File: src/rtl/irq_prio_pkg.sv
package irq_prio_pkg;
  typedef enum logic [1:0] {
    OP_NONE    = 2'd0,
    OP_POST    = 2'd1,
    OP_CLR     = 2'd2,
    OP_CLR_ALL = 2'd3
  } pend_op_e;
endpackage

File: src/rtl/irq_cmd_decode.sv
module irq_cmd_decode
  import irq_prio_pkg::*;
#(
  parameter int NUM_LEVELS = 32,
  parameter int SRC_W      = 64,
  localparam int LVL_W     = $clog2(NUM_LEVELS) + 1,
  localparam int IDX_W     = $clog2(SRC_W) + 1
) (
  input  logic             post_i,
  input  logic             clr_i,
  input  logic             clr_all_i,
  input  logic [LVL_W-1:0] level_i,
  input  logic [IDX_W-1:0] index_i,
  output pend_op_e         op_o,
  output logic             bad_o
);
  logic in_range;

  assign in_range = (int'(level_i) < NUM_LEVELS) && (int'(index_i) < SRC_W);

  always_comb begin
    op_o  = OP_NONE;
    bad_o = 1'b0;
    if (clr_all_i) begin
      op_o = OP_CLR_ALL;
    end else if (post_i) begin
      if (in_range) op_o = OP_POST;
      else          bad_o = 1'b1;
    end else if (clr_i) begin
      if (in_range) op_o = OP_CLR;
      else          bad_o = 1'b1;
    end
  end
endmodule

File: src/rtl/irq_pend_store.sv
module irq_pend_store
  import irq_prio_pkg::*;
#(
  parameter int NUM_LEVELS = 32,
  parameter int SRC_W      = 64,
  localparam int LVL_W     = $clog2(NUM_LEVELS) + 1,
  localparam int IDX_W     = $clog2(SRC_W) + 1
) (
  input  logic                  clk_i,
  input  logic                  rst_ni,
  input  pend_op_e              op_i,
  input  logic                  bad_i,
  input  logic [LVL_W-1:0]      level_i,
  input  logic [IDX_W-1:0]      index_i,
  output logic [NUM_LEVELS-1:0] status_o,
  output logic                  err_o
);
  logic [SRC_W-1:0] src_bit;
  logic [SRC_W-1:0] pend_q [NUM_LEVELS];

  always_comb begin
    for (int k = 0; k < SRC_W; k++) src_bit[k] = (index_i == IDX_W'(k));
  end

  for (genvar l = 0; l < NUM_LEVELS; l++) begin : g_lvl
    logic             hit;
    logic [SRC_W-1:0] cleared;

    assign hit     = (level_i == LVL_W'(l));
    assign cleared = pend_q[l] & ~src_bit;

    always_ff @(posedge clk_i or negedge rst_ni) begin
      if (!rst_ni) begin
        pend_q[l]   <= '0;
        status_o[l] <= 1'b0;
      end else if (op_i == OP_CLR_ALL) begin
        pend_q[l]   <= '0;
        status_o[l] <= 1'b0;
      end else if (hit && op_i == OP_POST) begin
        pend_q[l]   <= pend_q[l] | src_bit;
        status_o[l] <= 1'b1;
      end else if (hit && op_i == OP_CLR) begin
        pend_q[l]   <= cleared;
        status_o[l] <= |cleared;   // level stays live while any source remains
      end
    end
  end

  always_ff @(posedge clk_i or negedge rst_ni) begin
    if (!rst_ni)    err_o <= 1'b0;
    else if (bad_i) err_o <= 1'b1;
  end
endmodule

File: src/rtl/irq_prio_eval.sv
module irq_prio_eval #(
  parameter int NUM_LEVELS = 32,
  parameter int SW_MIN     = 1,
  parameter int SW_MAX     = 16,
  parameter int EXT_MIN    = 16,
  parameter int EXT_MAX    = 32,
  localparam int PRI_W     = $clog2(NUM_LEVELS) + 1
) (
  input  logic [NUM_LEVELS-1:0] status_i,
  input  logic [NUM_LEVELS-1:0] sw_req_i,
  output logic [PRI_W-1:0]      ipl_o,
  output logic [NUM_LEVELS-1:0] sum_o
);
  // software first, then external, ascending: last hit wins
  always_comb begin
    ipl_o = '0;
    sum_o = '0;
    for (int i = 0; i < NUM_LEVELS; i++) begin
      if (i >= SW_MIN && i < SW_MAX && sw_req_i[i]) begin
        ipl_o    = PRI_W'(i - SW_MIN + 1);
        sum_o[i] = 1'b1;
      end
    end
    for (int i = 0; i < NUM_LEVELS; i++) begin
      if (i >= EXT_MIN && i < EXT_MAX && status_i[i]) begin
        ipl_o    = PRI_W'(i);
        sum_o[i] = 1'b1;
      end
    end
  end
endmodule

File: src/rtl/irq_info_latch.sv
module irq_info_latch #(
  parameter int NUM_LEVELS = 32,
  localparam int PRI_W     = $clog2(NUM_LEVELS) + 1
) (
  input  logic                  clk_i,
  input  logic                  rst_ni,
  input  logic                  take_i,
  input  logic [PRI_W-1:0]      ipl_i,
  input  logic [NUM_LEVELS-1:0] sum_i,
  input  logic                  commit_i,
  output logic                  valid_o,
  output logic [NUM_LEVELS-1:0] isr_o,
  output logic [PRI_W-1:0]      intid_o
);
  logic [PRI_W-1:0]      new_ipl_q;
  logic [NUM_LEVELS-1:0] new_sum_q;

  always_ff @(posedge clk_i or negedge rst_ni) begin
    if (!rst_ni) begin
      valid_o   <= 1'b0;
      new_ipl_q <= '0;
      new_sum_q <= '0;
      isr_o     <= '0;
      intid_o   <= '0;
    end else begin
      if (commit_i && valid_o) begin
        isr_o   <= new_sum_q;
        intid_o <= new_ipl_q;
        valid_o <= 1'b0;
      end
      // a fresh interrupt overrides the valid drop of a same-cycle commit
      if (take_i) begin
        new_ipl_q <= ipl_i;
        new_sum_q <= sum_i;
        valid_o   <= 1'b1;
      end
    end
  end
endmodule

File: src/rtl/irq_prio_ctrl.sv
module irq_prio_ctrl
  import irq_prio_pkg::*;
#(
  parameter int NUM_LEVELS = 32,
  parameter int SRC_W      = 64,
  parameter int SW_MIN     = 1,
  parameter int SW_MAX     = 16,
  parameter int EXT_MIN    = 16,
  parameter int EXT_MAX    = 32,
  parameter int PC_W       = 64,
  localparam int LVL_W     = $clog2(NUM_LEVELS) + 1,
  localparam int IDX_W     = $clog2(SRC_W) + 1,
  localparam int PRI_W     = $clog2(NUM_LEVELS) + 1
) (
  input  logic                  clk_i,
  input  logic                  rst_ni,
  input  logic                  post_i,
  input  logic                  clr_i,
  input  logic                  clr_all_i,
  input  logic [LVL_W-1:0]      level_i,
  input  logic [IDX_W-1:0]      index_i,
  input  logic [NUM_LEVELS-1:0] sw_req_i,
  input  logic [PRI_W-1:0]      cur_ipl_i,
  input  logic [PC_W-1:0]       pc_i,
  input  logic                  commit_i,
  output logic                  take_o,
  output logic [NUM_LEVELS-1:0] isr_o,
  output logic [PRI_W-1:0]      intid_o,
  output logic                  err_o
);
  pend_op_e              op_w;
  logic                  bad_w;
  logic [NUM_LEVELS-1:0] status_w;
  logic [PRI_W-1:0]      ipl_w;
  logic [NUM_LEVELS-1:0] sum_w;
  logic                  info_valid_w;
  logic                  pc_aligned;
  logic                  take_now;

  irq_cmd_decode #(.NUM_LEVELS(NUM_LEVELS), .SRC_W(SRC_W)) u_dec (
    .post_i   (post_i),
    .clr_i    (clr_i),
    .clr_all_i(clr_all_i),
    .level_i  (level_i),
    .index_i  (index_i),
    .op_o     (op_w),
    .bad_o    (bad_w)
  );

  irq_pend_store #(.NUM_LEVELS(NUM_LEVELS), .SRC_W(SRC_W)) u_store (
    .clk_i   (clk_i),
    .rst_ni  (rst_ni),
    .op_i    (op_w),
    .bad_i   (bad_w),
    .level_i (level_i),
    .index_i (index_i),
    .status_o(status_w),
    .err_o   (err_o)
  );

  irq_prio_eval #(
    .NUM_LEVELS(NUM_LEVELS), .SW_MIN(SW_MIN), .SW_MAX(SW_MAX),
    .EXT_MIN(EXT_MIN), .EXT_MAX(EXT_MAX)
  ) u_eval (
    .status_i(status_w),
    .sw_req_i(sw_req_i),
    .ipl_o   (ipl_w),
    .sum_o   (sum_w)
  );

  assign pc_aligned = (pc_i & PC_W'(3)) == '0;
  assign take_now   = (|status_w) && pc_aligned && (ipl_w != '0) && (ipl_w > cur_ipl_i);

  irq_info_latch #(.NUM_LEVELS(NUM_LEVELS)) u_info (
    .clk_i   (clk_i),
    .rst_ni  (rst_ni),
    .take_i  (take_now),
    .ipl_i   (ipl_w),
    .sum_i   (sum_w),
    .commit_i(commit_i),
    .valid_o (info_valid_w),
    .isr_o   (isr_o),
    .intid_o (intid_o)
  );

  always_ff @(posedge clk_i or negedge rst_ni) begin
    if (!rst_ni) take_o <= 1'b0;
    else         take_o <= take_now;
  end
endmodule

File: config.mk
export PLATFORM = sky130hd
export DESIGN_NAME = irq_prio_ctrl
export DESIGN_NICKNAME = d
export VERILOG_FILES = /design/src/rtl/irq_prio_pkg.sv /design/src/rtl/irq_cmd_decode.sv /design/src/rtl/irq_pend_store.sv /design/src/rtl/irq_prio_eval.sv /design/src/rtl/irq_info_latch.sv /design/src/rtl/irq_prio_ctrl.sv
export SDC_FILE = /design/constraint.sdc
export NUM_CORES = 2
export LEC_CHECK = 0
export ABC_AREA = 1
export BUFFER_PORTS_ARGS = -buffer_cell sky130_fd_sc_hd__buf_2
export CORE_UTILIZATION = 57
export CTS_CLUSTER_DIAMETER = 200
export DETAILED_ROUTE_END_ITERATION = 16
export GPL_ROUTABILITY_DRIVEN = 0
export PLACE_DENSITY_LB_ADDON = 0.1
export SYNTH_ARGS = -nofsm -noshare
export SYNTH_HDL_FRONTEND = slang
export SYNTH_SLANG_ARGS = --single-unit
File: constraint.sdc
create_clock -name clk_i -period 4 [get_ports clk_i]
set_input_delay 0.6 -clock clk_i [delete_from_list [all_inputs] [get_ports clk_i]]
set_output_delay 0.6 -clock clk_i [all_outputs]
set_load 0.1 [all_outputs]
==> results_dict.tcl <==
set metrics [dict create \
    postCtsSetupRepairBufs 0 \
    async_flop_share 1.00 \
    synth.mux.area_fraction 0.00378 \
    synthAdderAreaFrac 0.000583 \
    tightest_slew_ps 1310 \
    synth-edff-count 0 \
    row_count 158 \
    drt.antenna.violating_nets 0 \
    leakagePower_nw 55.2 \
    crit_required_ps 4770 \
    synth_top_family_by_area "compound AO/OA/AOI/OAI gates" \
    cts_max_path_buffers 3 \
    synthSimpleGateAreaFrac 0.129 \
    die_height_um 436 \
    finalHoldViolCount 0 \
    postCtsHoldBufs 11 \
    ys_ff_latch 2155 \
    start_kind "input pin" \
    grt_max_degree 112 \
    dieArea_mm2 0.190 \
    max-cap-violations 0 \
    synthMostInstantiatedCell "o22ai_1" \
    htree_levels 4 \
    ys_top_cells_by_area "dfrtp_1 (50%), o22ai_1 (14%), inv_1 (7.5%)" \
    synth-warning-count 0 \
    antenna_found_initial 29 \
    synthToLayoutAreaGrowth_pct 12.6 \
    synth_xor_area_frac 0 \
    cts_tree "yes" \
    synth_area_mm2 0.107 \
    end_kind "register" \
    startpoint "sw_req_i[6]" \
    path_max_fanout 27 \
    finalNetCount 13200 \
    drive_gt1_frac 0.0930 \
    max_slew_margin 0.129 \
    num_vias 103000 \
    avgSynthCellArea_um2 8.04 \
    hp-start "sw_req_i[4]" \
    r2r-start "u_store.status_o[23]$_DFFE_PN0P_" \
    yosys.area.top_type "dfrtp_1" \
    critPathKind "input pin to register" \
    timing.final.crit_share 0.870 \
    drt-initial-drc-count 15500 \
    rr_endpoint "u_info.new_sum_q[9]$_DFFE_PN0P_" \
    rrSetupSlack_ps 830 \
    max_stage_delay_ps 550 \
    cp.arrival_ps 4250 \
    numCtsBuffers 224 \
    rsz0062_at_grt "no" \
    min_period_ps 3480 \
    setup_viol 0 \
    ys_top_cells_by_count "o22ai_1 (2372), dfrtp_1 (2155), inv_1 (2138)" \
    drt_pass1_iterations 7 \
    cts-root-buf "clkbuf_16" \
    synth_ff_type "dfrtp_1" \
    fin_setup_tns_ps 0 \
    hold_end "u_info.new_sum_q[4]$_DFFE_PN0P_" \
    clock_skew_ps 42.7 \
    grt_pass1_vias 94600 \
    start_util 0.577 \
    track_usage 0.423 \
    drcViolationCount 0 \
    wl_per_cell_um 26.1 \
    cts_resized 0 \
    crit_top_cell "nand2_1" \
    fmax_mhz 287 \
    hold_path.class "input pin to register" \
    powerDensity_mw_per_mm2 386 \
    final_util 0.649 \
    via_per_inst 6.52 \
    slew_viol_final 0 \
    synth.distinct_cells 41 \
    portBuffers 79 \
    gr-total-overflow 0 \
    synth.yosys.seq_area_share 0.502 \
    synth_compound_area_frac 0.243 \
    core_area_mm2 0.186 \
    status "completed" \
    grt_pass1_wl_mm 603 \
    irDropWorstVdd_mv 0.669 \
    die_w_um 436 \
    holdPathStages 4 \
    clk_latency_ps 900 \
    postSynthCellCount 13400 \
    critical_path.slowest_cell "dlygate4sd3_1" \
    r2r_cells 20 \
    clock_sinks 2155 \
    synth_top_area_frac 0.502 \
    clk_pin_slew_ps 60 \
    ioPinCount 161 \
    hpwl_mm 246 \
    drt-total-wl_mm 410 \
]
-- worst max path at each step --
stage                                             endpoint  slack, ps
after floorplan           u_info.new_sum_q[13]$_DFFE_PN0P_        500
after global placement    u_info.new_sum_q[31]$_DFFE_PN0P_         80
after detailed placement   u_info.new_sum_q[9]$_DFFE_PN0P_         90
after CTS                  u_info.new_sum_q[9]$_DFFE_PN0P_        610
after global routing       u_info.new_sum_q[9]$_DFFE_PN0P_        180
final                      u_info.new_sum_q[9]$_DFFE_PN0P_        520
-- sequential cells by signal (all words and copies together) (netlist names) --
signal and cells:
take_o 1, u_info.intid_o 5, u_info.isr_o 31, u_info.new_ipl_q 5, u_info.new_sum_q 31, u_info.valid_o 1, u_store.err_o 1, u_store.pend_q 2048
u_store.status_o 32
-- worst max-delay path: cells and delay by family --
kind,cells,cell delay (ps)
buffers and inverters,5,980
adders and majority gates,1,270
AOI/OAI and AO/OA,2,340
and+or+nand+nor,31,2040
-- stage by stage --
stage	hold slack (ps)	power [mW]	cell area, µm²	worst slack, ps	std cells
2_1_floorplan	304	24.2	107000	497	13400
3_3_place_gp	456	25.4	113000	82.6	15300
3_5_place_dp	457	25.5	113000	94.2	15300
4_1_cts	18.7	46.7	121000	609	15700
5_1_grt	56.2	47.8	121000	177	15700
6_report	63.0	46.7	121000	519	15700
-- per-layer routing --
layer,wire length (µm),global-route usage,vias up,share of wire
met5,67,0,-,0.00016
met4,30700,0.272,10,0.075
met3,56300,0.113,1436,0.14
met2,170000,0.597,6730,0.41
met1,153000,0.575,49300,0.37
li1,-,-,45100,-
-- cell usage in the layout (no fill, tap or decap), drive strengths merged, types with 13 or more instances in the layout --
cell	n
or4	26
diode	13
nand2	1108
a2111oi	40
a21oi	1224
inv	2181
nand3	108
mux2	36
clkbuf	335
clkinv	66
nor3	381
o22ai	2372
nor2	1390
nand4	124
buf	627
nor4	105
dfrtp	2155
o21ai	923
-- logic make-up (layout without fill, tap and decap cells) --
family	after synthesis	count (layout)
adders and majority gates	5	5
muxes	36	36
and+or+nand+nor	3244	3244
AOI/OAI and AO/OA	4579	4579
DFF	2155	2155
other	1	15
buffers and inverters	3340	3233
-- cell type report --
| class | instances | area [µm²] |
|---|---|---|
| Sequential cell | 2155 | 53900 |
| Inverter | 2182 | 8200 |
| Clock inverter | 78 | 877 |
| Antenna cell | 13 | 32.5 |
| Clock buffer | 335 | 6700 |
| Timing Repair Buffer | 638 | 7000 |
| Tap cell | 2480 | 3100 |
| Multi-Input combinational cell | 7866 | 41100 |
| Fill cell | 15600 | 65300 |
-- power by group --
group          total [mW]  switching (mW)  internal (mW)
sequential           22.2           0.134           22.0
combinational        2.94            2.38          0.568
clock                21.6            9.23           12.3
total                46.7            11.7           34.9
No activity file was read; power rests on OpenSTA's default activity.
